File: config.mk
export PLATFORM = sky130hd
export DESIGN_NAME = frac_tick_divider
export DESIGN_NICKNAME = d
export VERILOG_FILES = /design/src/rtl/ftd_pkg.sv /design/src/rtl/ftd_cfg_regs.sv /design/src/rtl/ftd_phase_acc.sv /design/src/rtl/ftd_half_counter.sv /design/src/rtl/frac_tick_divider.sv
export SDC_FILE = /design/constraint.sdc
export NUM_CORES = 1
export LEC_CHECK = 0
export BUFFER_PORTS_ARGS = -buffer_cell sky130_fd_sc_hd__buf_2
export CORE_ASPECT_RATIO = 0.6
export CORE_MARGIN = 1
export CORE_UTILIZATION = 55
export CTS_BUF_LIST = sky130_fd_sc_hd__clkbuf_16
export CTS_CLUSTER_DIAMETER = 30
export DETAILED_ROUTE_END_ITERATION = 10
export GPL_ROUTABILITY_DRIVEN = 0
export PLACE_DENSITY = 0.79
export SKIP_LAST_GASP = 1
export SYNTH_ARGS = -nofsm -noshare
export SYNTH_HDL_FRONTEND = slang
export SYNTH_SLANG_ARGS = --single-unit
File: constraint.sdc
create_clock -name clk -period 2.8 [get_ports clk]
set_clock_uncertainty 0.1 [all_clocks]
set_input_delay 0.56 -clock clk [delete_from_list [all_inputs] [get_ports clk]]
set_output_delay 0.56 -clock clk [all_outputs]
set_load 0.005 [all_outputs]
File: src/rtl/ftd_pkg.sv
package ftd_pkg;
   typedef enum logic {
      SEL_INT  = 1'b0,
      SEL_FRAC = 1'b1
   } reg_sel_e;

   localparam int unsigned DEF_INT_W  = 16;
   localparam int unsigned DEF_FRAC_W = 16;
endpackage

File: src/rtl/ftd_cfg_regs.sv
module ftd_cfg_regs
   import ftd_pkg::*;
#(
   parameter int unsigned INT_W  = DEF_INT_W,
   parameter int unsigned FRAC_W = DEF_FRAC_W,
   localparam int unsigned DATA_W = (INT_W > FRAC_W) ? INT_W : FRAC_W
) (
   input  logic              clk,
   input  logic              rst,
   input  logic              wr_en,
   input  logic              wr_sel,
   input  logic [DATA_W-1:0] wr_data,
   output logic [INT_W-1:0]  int_q,
   output logic [FRAC_W-1:0] frac_q
);
   always_ff @(posedge clk) begin
      if (rst) begin
         int_q  <= '0;
         frac_q <= '0;
      end else if (wr_en) begin
         if (reg_sel_e'(wr_sel) == SEL_FRAC)
            frac_q <= wr_data[FRAC_W-1:0];
         else
            int_q <= wr_data[INT_W-1:0];
      end
   end
endmodule

File: src/rtl/ftd_phase_acc.sv
module ftd_phase_acc #(
   parameter int unsigned FRAC_W = 16
) (
   input  logic              clk,
   input  logic              rst,
   input  logic              clear,
   input  logic              advance,
   input  logic [FRAC_W-1:0] frac,
   output logic              stretch
);
   logic [FRAC_W-1:0] phase_q;
   logic [FRAC_W:0]   sum;

   assign sum = {1'b0, phase_q} + {1'b0, frac};

   always_ff @(posedge clk) begin
      if (rst || clear) begin
         phase_q <= '0;
         stretch <= 1'b0;
      end else if (advance) begin
         phase_q <= sum[FRAC_W-1:0];
         stretch <= sum[FRAC_W];
      end
   end
endmodule

File: src/rtl/ftd_half_counter.sv
module ftd_half_counter #(
   parameter int unsigned INT_W = 16,
   localparam int unsigned CNT_W = INT_W + 1
) (
   input  logic             clk,
   input  logic             rst,
   input  logic             clear,
   input  logic             step,
   input  logic [INT_W-1:0] base,
   input  logic             stretch,
   output logic             boundary,
   output logic             at_start
);
   logic [CNT_W-1:0] cnt_q;
   logic [CNT_W-1:0] last_idx;

   assign last_idx = {1'b0, base} + {{(CNT_W-1){1'b0}}, stretch};
   assign boundary = step && (cnt_q == last_idx);
   assign at_start = (cnt_q == '0);

   always_ff @(posedge clk) begin
      if (rst || clear)
         cnt_q <= '0;
      else if (boundary)
         cnt_q <= '0;
      else if (step)
         cnt_q <= cnt_q + 1'b1;
   end
endmodule

File: src/rtl/frac_tick_divider.sv
module frac_tick_divider
   import ftd_pkg::*;
#(
   parameter int unsigned INT_W  = DEF_INT_W,
   parameter int unsigned FRAC_W = DEF_FRAC_W,
   localparam int unsigned DATA_W = (INT_W > FRAC_W) ? INT_W : FRAC_W
) (
   input  logic              clk,
   input  logic              rst,
   input  logic              src_en,
   input  logic              wr_en,
   input  logic              wr_sel,
   input  logic [DATA_W-1:0] wr_data,
   input  logic              mode_en,
   input  logic              bypass_en,
   output logic              wave_out,
   output logic              tick_out
);
   generate
      if (INT_W < 2) begin : g_bad_int
         $error("INT_W must be at least 2");
      end
      if (FRAC_W < 1) begin : g_bad_frac
         $error("FRAC_W must be at least 1");
      end
   endgenerate

   logic [INT_W-1:0]  int_q;
   logic [FRAC_W-1:0] frac_q;
   logic              active, clear, step, boundary, at_start, stretch;
   logic              wave_q;

   assign active = mode_en && !bypass_en;
   assign clear  = wr_en || !active;
   assign step   = src_en && active && !wr_en;

   ftd_cfg_regs #(.INT_W(INT_W), .FRAC_W(FRAC_W)) u_regs (
      .clk(clk), .rst(rst), .wr_en(wr_en), .wr_sel(wr_sel),
      .wr_data(wr_data), .int_q(int_q), .frac_q(frac_q)
   );

   ftd_half_counter #(.INT_W(INT_W)) u_cnt (
      .clk(clk), .rst(rst), .clear(clear), .step(step), .base(int_q),
      .stretch(stretch), .boundary(boundary), .at_start(at_start)
   );

   ftd_phase_acc #(.FRAC_W(FRAC_W)) u_acc (
      .clk(clk), .rst(rst), .clear(clear), .advance(boundary),
      .frac(frac_q), .stretch(stretch)
   );

   always_ff @(posedge clk) begin
      if (rst || clear)
         wave_q <= 1'b0;
      else if (boundary)
         wave_q <= !wave_q;
   end

   assign wave_out = wave_q;
   assign tick_out = wave_q && at_start;
endmodule

Word level (Yosys, flattened, before mapping)
Index checks and enable logic that the tools add are counted.
{"block": "word_totals", "ff_bits": 67, "input_bits": 23, "out_inout_bits": 2, "wordCells": 26}
{"block": "op_classes", "add_sub_neg": 3, "eq_ne": 1, "bitwise_logic": 1, "reduce_logical": 15}
{"operator": "adder 16 x 1 -> 17 bit", "n": 1}
{"operator": "adder 16 x 16 -> 17 bit", "n": 1}
{"operator": "adder 17 x 1 -> 17 bit (second input constant)", "n": 1}
{"operator": "equality test 17 bit", "n": 1}
{"operator": "logical NOT 17 bit", "n": 1}
{"operator": "logical AND 1 bit", "n": 5}
{"operator": "logical NOT 1 bit", "n": 4}
{"operator": "AND reduction 2 bit", "n": 2}
{"operator": "logical OR 1 bit", "n": 2}
{"operator": "OR reduction 2 bit", "n": 1}
{"operator": "NOT 1 bit", "n": 1}

Depth between registers and ports, before layout
{"block": "logic_depth", "ltp_word": 6, "depth_mapped": 10, "depth_no_buf": 9}

By module
A second synthesis with hierarchy kept.
{"block": "unflattened", "cells_unflattened": 513, "area_unflattened_um2": 4449.3}
{"module": "ftd_half_counter", "instances": 1, "cells_per_inst": 200, "area_per_inst_um2": 1559.0, "seq_area_each_um2": 340.3}
{"module": "ftd_phase_acc", "instances": 1, "cells_per_inst": 181, "area_per_inst_um2": 1462.7, "seq_area_each_um2": 340.3}
{"module": "ftd_cfg_regs", "instances": 1, "cells_per_inst": 125, "area_per_inst_um2": 1363.8, "seq_area_each_um2": 640.6}
{"module": "frac_tick_divider", "instances": 1, "cells_per_inst": 7, "area_per_inst_um2": 63.8, "seq_area_each_um2": 20.0}

Least setup slack after synthesis
No wires, ideal clock.
{"block": "synth_timing", "kind": "reg2reg", "start": "reg u_regs.int_q[0]", "end": "reg u_cnt.cnt_q[10]", "arrival_time_ps": 2425, "required_time_ps": 2568, "slack_ps": 143, "stages_incl_launch_ff": 11, "n_path_buf": 1, "synth_period_minus_slack_ps": 2657, "cell_sequence": "dfxtp_1 > ha_1 > ha_1 > nand3_1 > nor2_1 > o2111a_1 > o22ai_1 > or4b_4 > nor2_4 > buf_2 > nor3_1"}
{"block": "synth_between", "elab_chain_cells": 4}
{"element": "start: declaration", "line_no": "ftd_cfg_regs.sv:13", "source": "output logic [INT_W-1:0] int_q,"}
{"element": "start signal: assignment", "line_no": "ftd_cfg_regs.sv:24", "source": "int_q <= wr_data[INT_W-1:0];"}
{"element": "adder 16 x 1 -> 17 bit", "line_no": "ftd_half_counter.sv:17", "source": "assign last_idx = {1'b0, base} + {{(CNT_W-1){1'b0}}, stretch};"}
{"element": "equality test 17 bit", "line_no": "ftd_half_counter.sv:18", "source": "assign boundary = step && (cnt_q == last_idx);"}
{"element": "logical AND 1 bit", "line_no": "ftd_half_counter.sv:18"}
{"element": "OR reduction 2 bit (no source line)"}
{"element": "end signal: assignment", "line_no": "ftd_half_counter.sv:27", "source": "cnt_q <= cnt_q + 1'b1;"}
{"element": "end: declaration", "line_no": "ftd_half_counter.sv:14", "source": "logic [CNT_W-1:0] cnt_q;"}
No other way between the ends.
A chain may end at the register's enable or synchronous reset.

Final worst setup path
{"block": "layout_timing", "start": "reg u_acc.stretch", "end": "reg u_acc.phase_q[3]"}
{"block": "layout_between", "elab_chain_cells": 3}
{"element": "start: declaration", "line_no": "ftd_phase_acc.sv:9", "source": "output logic stretch"}
{"element": "start signal: assignment", "line_no": "ftd_phase_acc.sv:22", "source": "stretch <= sum[FRAC_W];"}
{"element": "adder 16 x 1 -> 17 bit", "line_no": "ftd_half_counter.sv:17"}
{"element": "equality test 17 bit", "line_no": "ftd_half_counter.sv:18"}
{"element": "logical AND 1 bit", "line_no": "ftd_half_counter.sv:18"}
{"element": "end signal: assignment", "line_no": "ftd_phase_acc.sv:21", "source": "phase_q <= sum[FRAC_W-1:0];"}
{"element": "end: declaration", "line_no": "ftd_phase_acc.sv:11", "source": "logic [FRAC_W-1:0] phase_q;"}
No other way between the ends.

==> reports/results.env <==
MIN_PERIOD_OVER_PERIOD_PCT=97.5
ROUTE.VIAS.TOTAL=3903
POSTLAYOUTSETUPSLACKWORST_PS=70.5
INSERTION_DELAY_PS=350
ANTENNA_CELLS=0
POWER.DENSITY_CELL_AREA_mW_PER_MM2=493
DR.FIRST_ITER.DRC_COUNT=395
HIGHEST_COUNT_CELLS_IN_THE_LAYOUT_IGNORING_FILL_AND_TAPS='nand2_1, dfxtp_1, a21oi_1'
GR-USAGE-ALL-LAYERS_PCT=30.7
AREAGROWTHSYNTHTOFINISH_PCT=17.8
HPWL_REPORTED_AT_THE_END_OF_DETAILED_PLACEMENT_MM=7.69
SYNTHESIS.NETS=530
FINAL_HOLD_VIOLATION_COUNT=0
MAX_CAP_VIOLATIONS=0
MAIN_SYNTH_FF_TYPE='dfxtp_1'
PATH_CLK_SLEW_PS=60
CTS_INSERTED_BUFFERS=9
ANT_NETS=0
PERIOD_NEEDED_PS=2730
MAX_FREQ_GHz=0.366
TOP_LEVEL_PORTS=25
TRITONCTS='built'
CTS.SINKS=67
DIE_HEIGHT_UM=67.5
REPORT.FINAL.SETUP_VIOL=0
HOLDBUFCOUNTCTS=0
POWER_mW=2.28
CTS_BUFFER_DEPTH=2
ROUTED_WIRE_LENGTH_PER_INSTANCE_UM=18.4
CRITICAL_PATH_PEAK_FANOUT=5
FINAL_CORE_UTIL_PCT=68.1
CRITICAL_PATH.MAX_STAGE_DELAY_PS=500
SYNTH_EDF_COUNT=0
GRT_SETUP_UNREPAIRED='true'
DRC=0
RUN_STATUS='complete, no violations'
FINAL_NET_COUNT=561
SYNTH_SEQUENTIAL_AREA_RATIO_PCT=34.2
CORE.ROWCOUNT=23
WORSTSETUPENDPOINTTYPE='flip-flop'
DPL-INSTANCE-AREA_MM2=0.00421
CRITPATHKIND='flip-flop to flip-flop'
DP_SLACK_PS=-90.5
STATIC-LEAKAGE-POWER_nW=1.82
DIE-WIDTH_UM=111
GRT_PASS1_VIAS=3545
CRITICAL_PATH.STARTPOINT_TYPE='flip-flop'
DRT_FIRST_PASS_ITERS=5
SYNTHESIZED_CELL_AREA_MM2=0.00393
GRT_PASS1_WL_MM=17.4
MEASURED_SLEW_AT_THE_WORST_SLEW_CHECK_PIN_PS=1200
FINAL-INSTANCE-COUNT-EXCL-FILL=609
SYNTH-ASYNC-RESET-RATIO_PCT=0
POSTROUTEWIRELENGTH_MM=11.2
PLACE_INST=590
ANTENNA_FOUND_INITIAL=0
CP_DATA_REQUIRED_TIME_PS=2970
HOLD_CLASS='flip-flop to flip-flop'
FINAL.SETUP.TNS_PS=0
CP_CELL_SEQUENCE='ha_4, nand3_4, or3_4, a211oi_2, o2111a_1, or4b_4, nor2_4, buf_12, mux2i_1'
HOLD-WORST-SLACK_PS=362
TIMING.CRITICAL_PATH.ARRIVAL_PS=2900
SYNTH.YOSYS.WARNINGS=0
CP_SLOWEST_CELL='or4b_4'
GLOBALROUTE.TOTALOVERFLOW=0
FIN_AREA_MM2=0.00463
TIMING.MAX_SLEW.REL_SLACK_PCT=20.1
GRT_MAX_DEGREE=34
PORT_BUFFERS=24
HTREE_NUM_LEVELS=3
STARTING_UTILIZATION_OF_THE_CORE_AREA_PCT=57.8
TIMING.FINAL.MAX_SLEW_VIOLATIONS=0
ROUTED_VIA_DENSITY=6.41
POST_SYNTH_INST_COUNT=486
AVGSYNTHCELLAREA_UM2=8.08
SYNTH-SEQ-CELLS=67
COREAREA_MM2=0.00679
DESIGN.DIE.AREA_MM2=0.00749
FINAL_LAYOUT_SIZE_SUFFIX_GT1_SHARE_PCT=16.1
MOST_COMMON_CELL_AFTER_LAYOUT_FILL_AND_TAPS_ASIDE='nand2_1'
CTS_ROOT_BUFFER='clkbuf_16'
WORST_IR_DROP_VDD_mV=0.376
COUNT_OF_UNIQUE_LIBRARY_CELLS_INSTANTIATED_BY_YOSYS=55
-- synth_stat cells, drive strengths merged (2+ instances only) --
cell type,count,area [um2]
clkbuf,19,72.6
or2,2,12.5
xnor2,22,193
xor2,24,210
a211oi,9,67.6
o31a,2,17.5
and4,2,17.5
nor4,6,37.5
dfxtp,67,1340
o21ai,19,95.1
nor3,21,105
nor4b,4,50.1
a21o,8,60.1
nand2,78,293
o21bai,3,22.5
o2111a,2,22.5
or3,4,25.0
inv,6,22.5
or4b,2,23.8
nand2b,4,25.0
a21oi,60,300
a211o,2,17.5
nor2b,4,25.0
nor2,16,67.6
buf,8,41.3
and3,9,56.3
o22ai,2,12.5
ha,20,250
a31oi,3,18.8
nand3,24,133
nand4,13,81.3
nand4b,2,17.5
mux2i,4,40.0
-- worst max-delay path: cells and delay by family (launching register included) --
family | cells | cell delay, ps
compound gates | 2 | 440
fa+ha+maj | 1 | 170
buf+inv | 1 | 160
flops | 1 | 350
mux | 1 | 190
simple gates | 4 | 1240
-- area by class of cell --
type,count,area [um2]
Multi-Input combinational cell,386,2510
Clock buffer,9,225
Fill cell,534,2170
Sequential cell,67,1350
Tap cell,87,109
Clock inverter,7,60.1
Inverter,6,22.5
Timing Repair Buffer,47,344
-- power by group --
group	total (mW)	internal (mW)	switching [mW]
clock	1.10	0.677	0.426
sequential	0.996	0.975	0.0211
combinational	0.179	0.0711	0.108
-- repair_timing --
item                                    4_1_cts  5_1_grt
resized for setup                             0       22
setup buffers                                 0        1
endpoints found under the setup margin        0       35
-- layer usage --
| metal | share of wire (%) | GRT usage (%) |
|---|---|---|
| met1 | 45 | 40.9 |
| met2 | 42 | 46.8 |
| met3 | 12 | 12.2 |
| met4 | 1.2 | 7.60 |
| met5 | 0 | 0 |
-- sequential cells by signal (all words and copies together), names as in the netlist --
| register | flops |
|---|---|
| u_acc.phase_q | 16 |
| u_acc.stretch | 1 |
| u_regs.frac_q | 16 |
| wave_out | 1 |
| u_regs.int_q | 16 |
| u_cnt.cnt_q | 17 |
-- cells by family (layout without fill, tap and decap cells) --
group / count (synthesis) / after routing / synth area share, %
AO/OA/AOI/OAI: 120 / 120 / 18.4
XOR/XNOR: 47 / 47 / 10.8
adder cells (fa/ha/maj): 21 / 21 / 6.88
buffers and inverters: 33 / 69 / 3.47
flip-flops: 67 / 67 / 34.2
multiplexers: 4 / 4 / 1.02
AND/OR/NAND/NOR: 194 / 194 / 25.3
-- path summary, 6_finish.rpt --
check,start,end,slack (ps),cells past startpoint
worst min register to register,u_regs.frac_q[13]$_SDFFE_PP0P_,u_regs.frac_q[13]$_SDFFE_PP0P_,360,2
worst max register to register,u_acc.stretch$_SDFFE_PP0P_,u_acc.phase_q[3]$_SDFFE_PP0P_,70,9
worst min-delay path,u_regs.frac_q[13]$_SDFFE_PP0P_,u_regs.frac_q[13]$_SDFFE_PP0P_,360,2
worst max-delay path,u_acc.stretch$_SDFFE_PP0P_,u_acc.phase_q[3]$_SDFFE_PP0P_,70,9
Power figures use the tool's default switching activity.
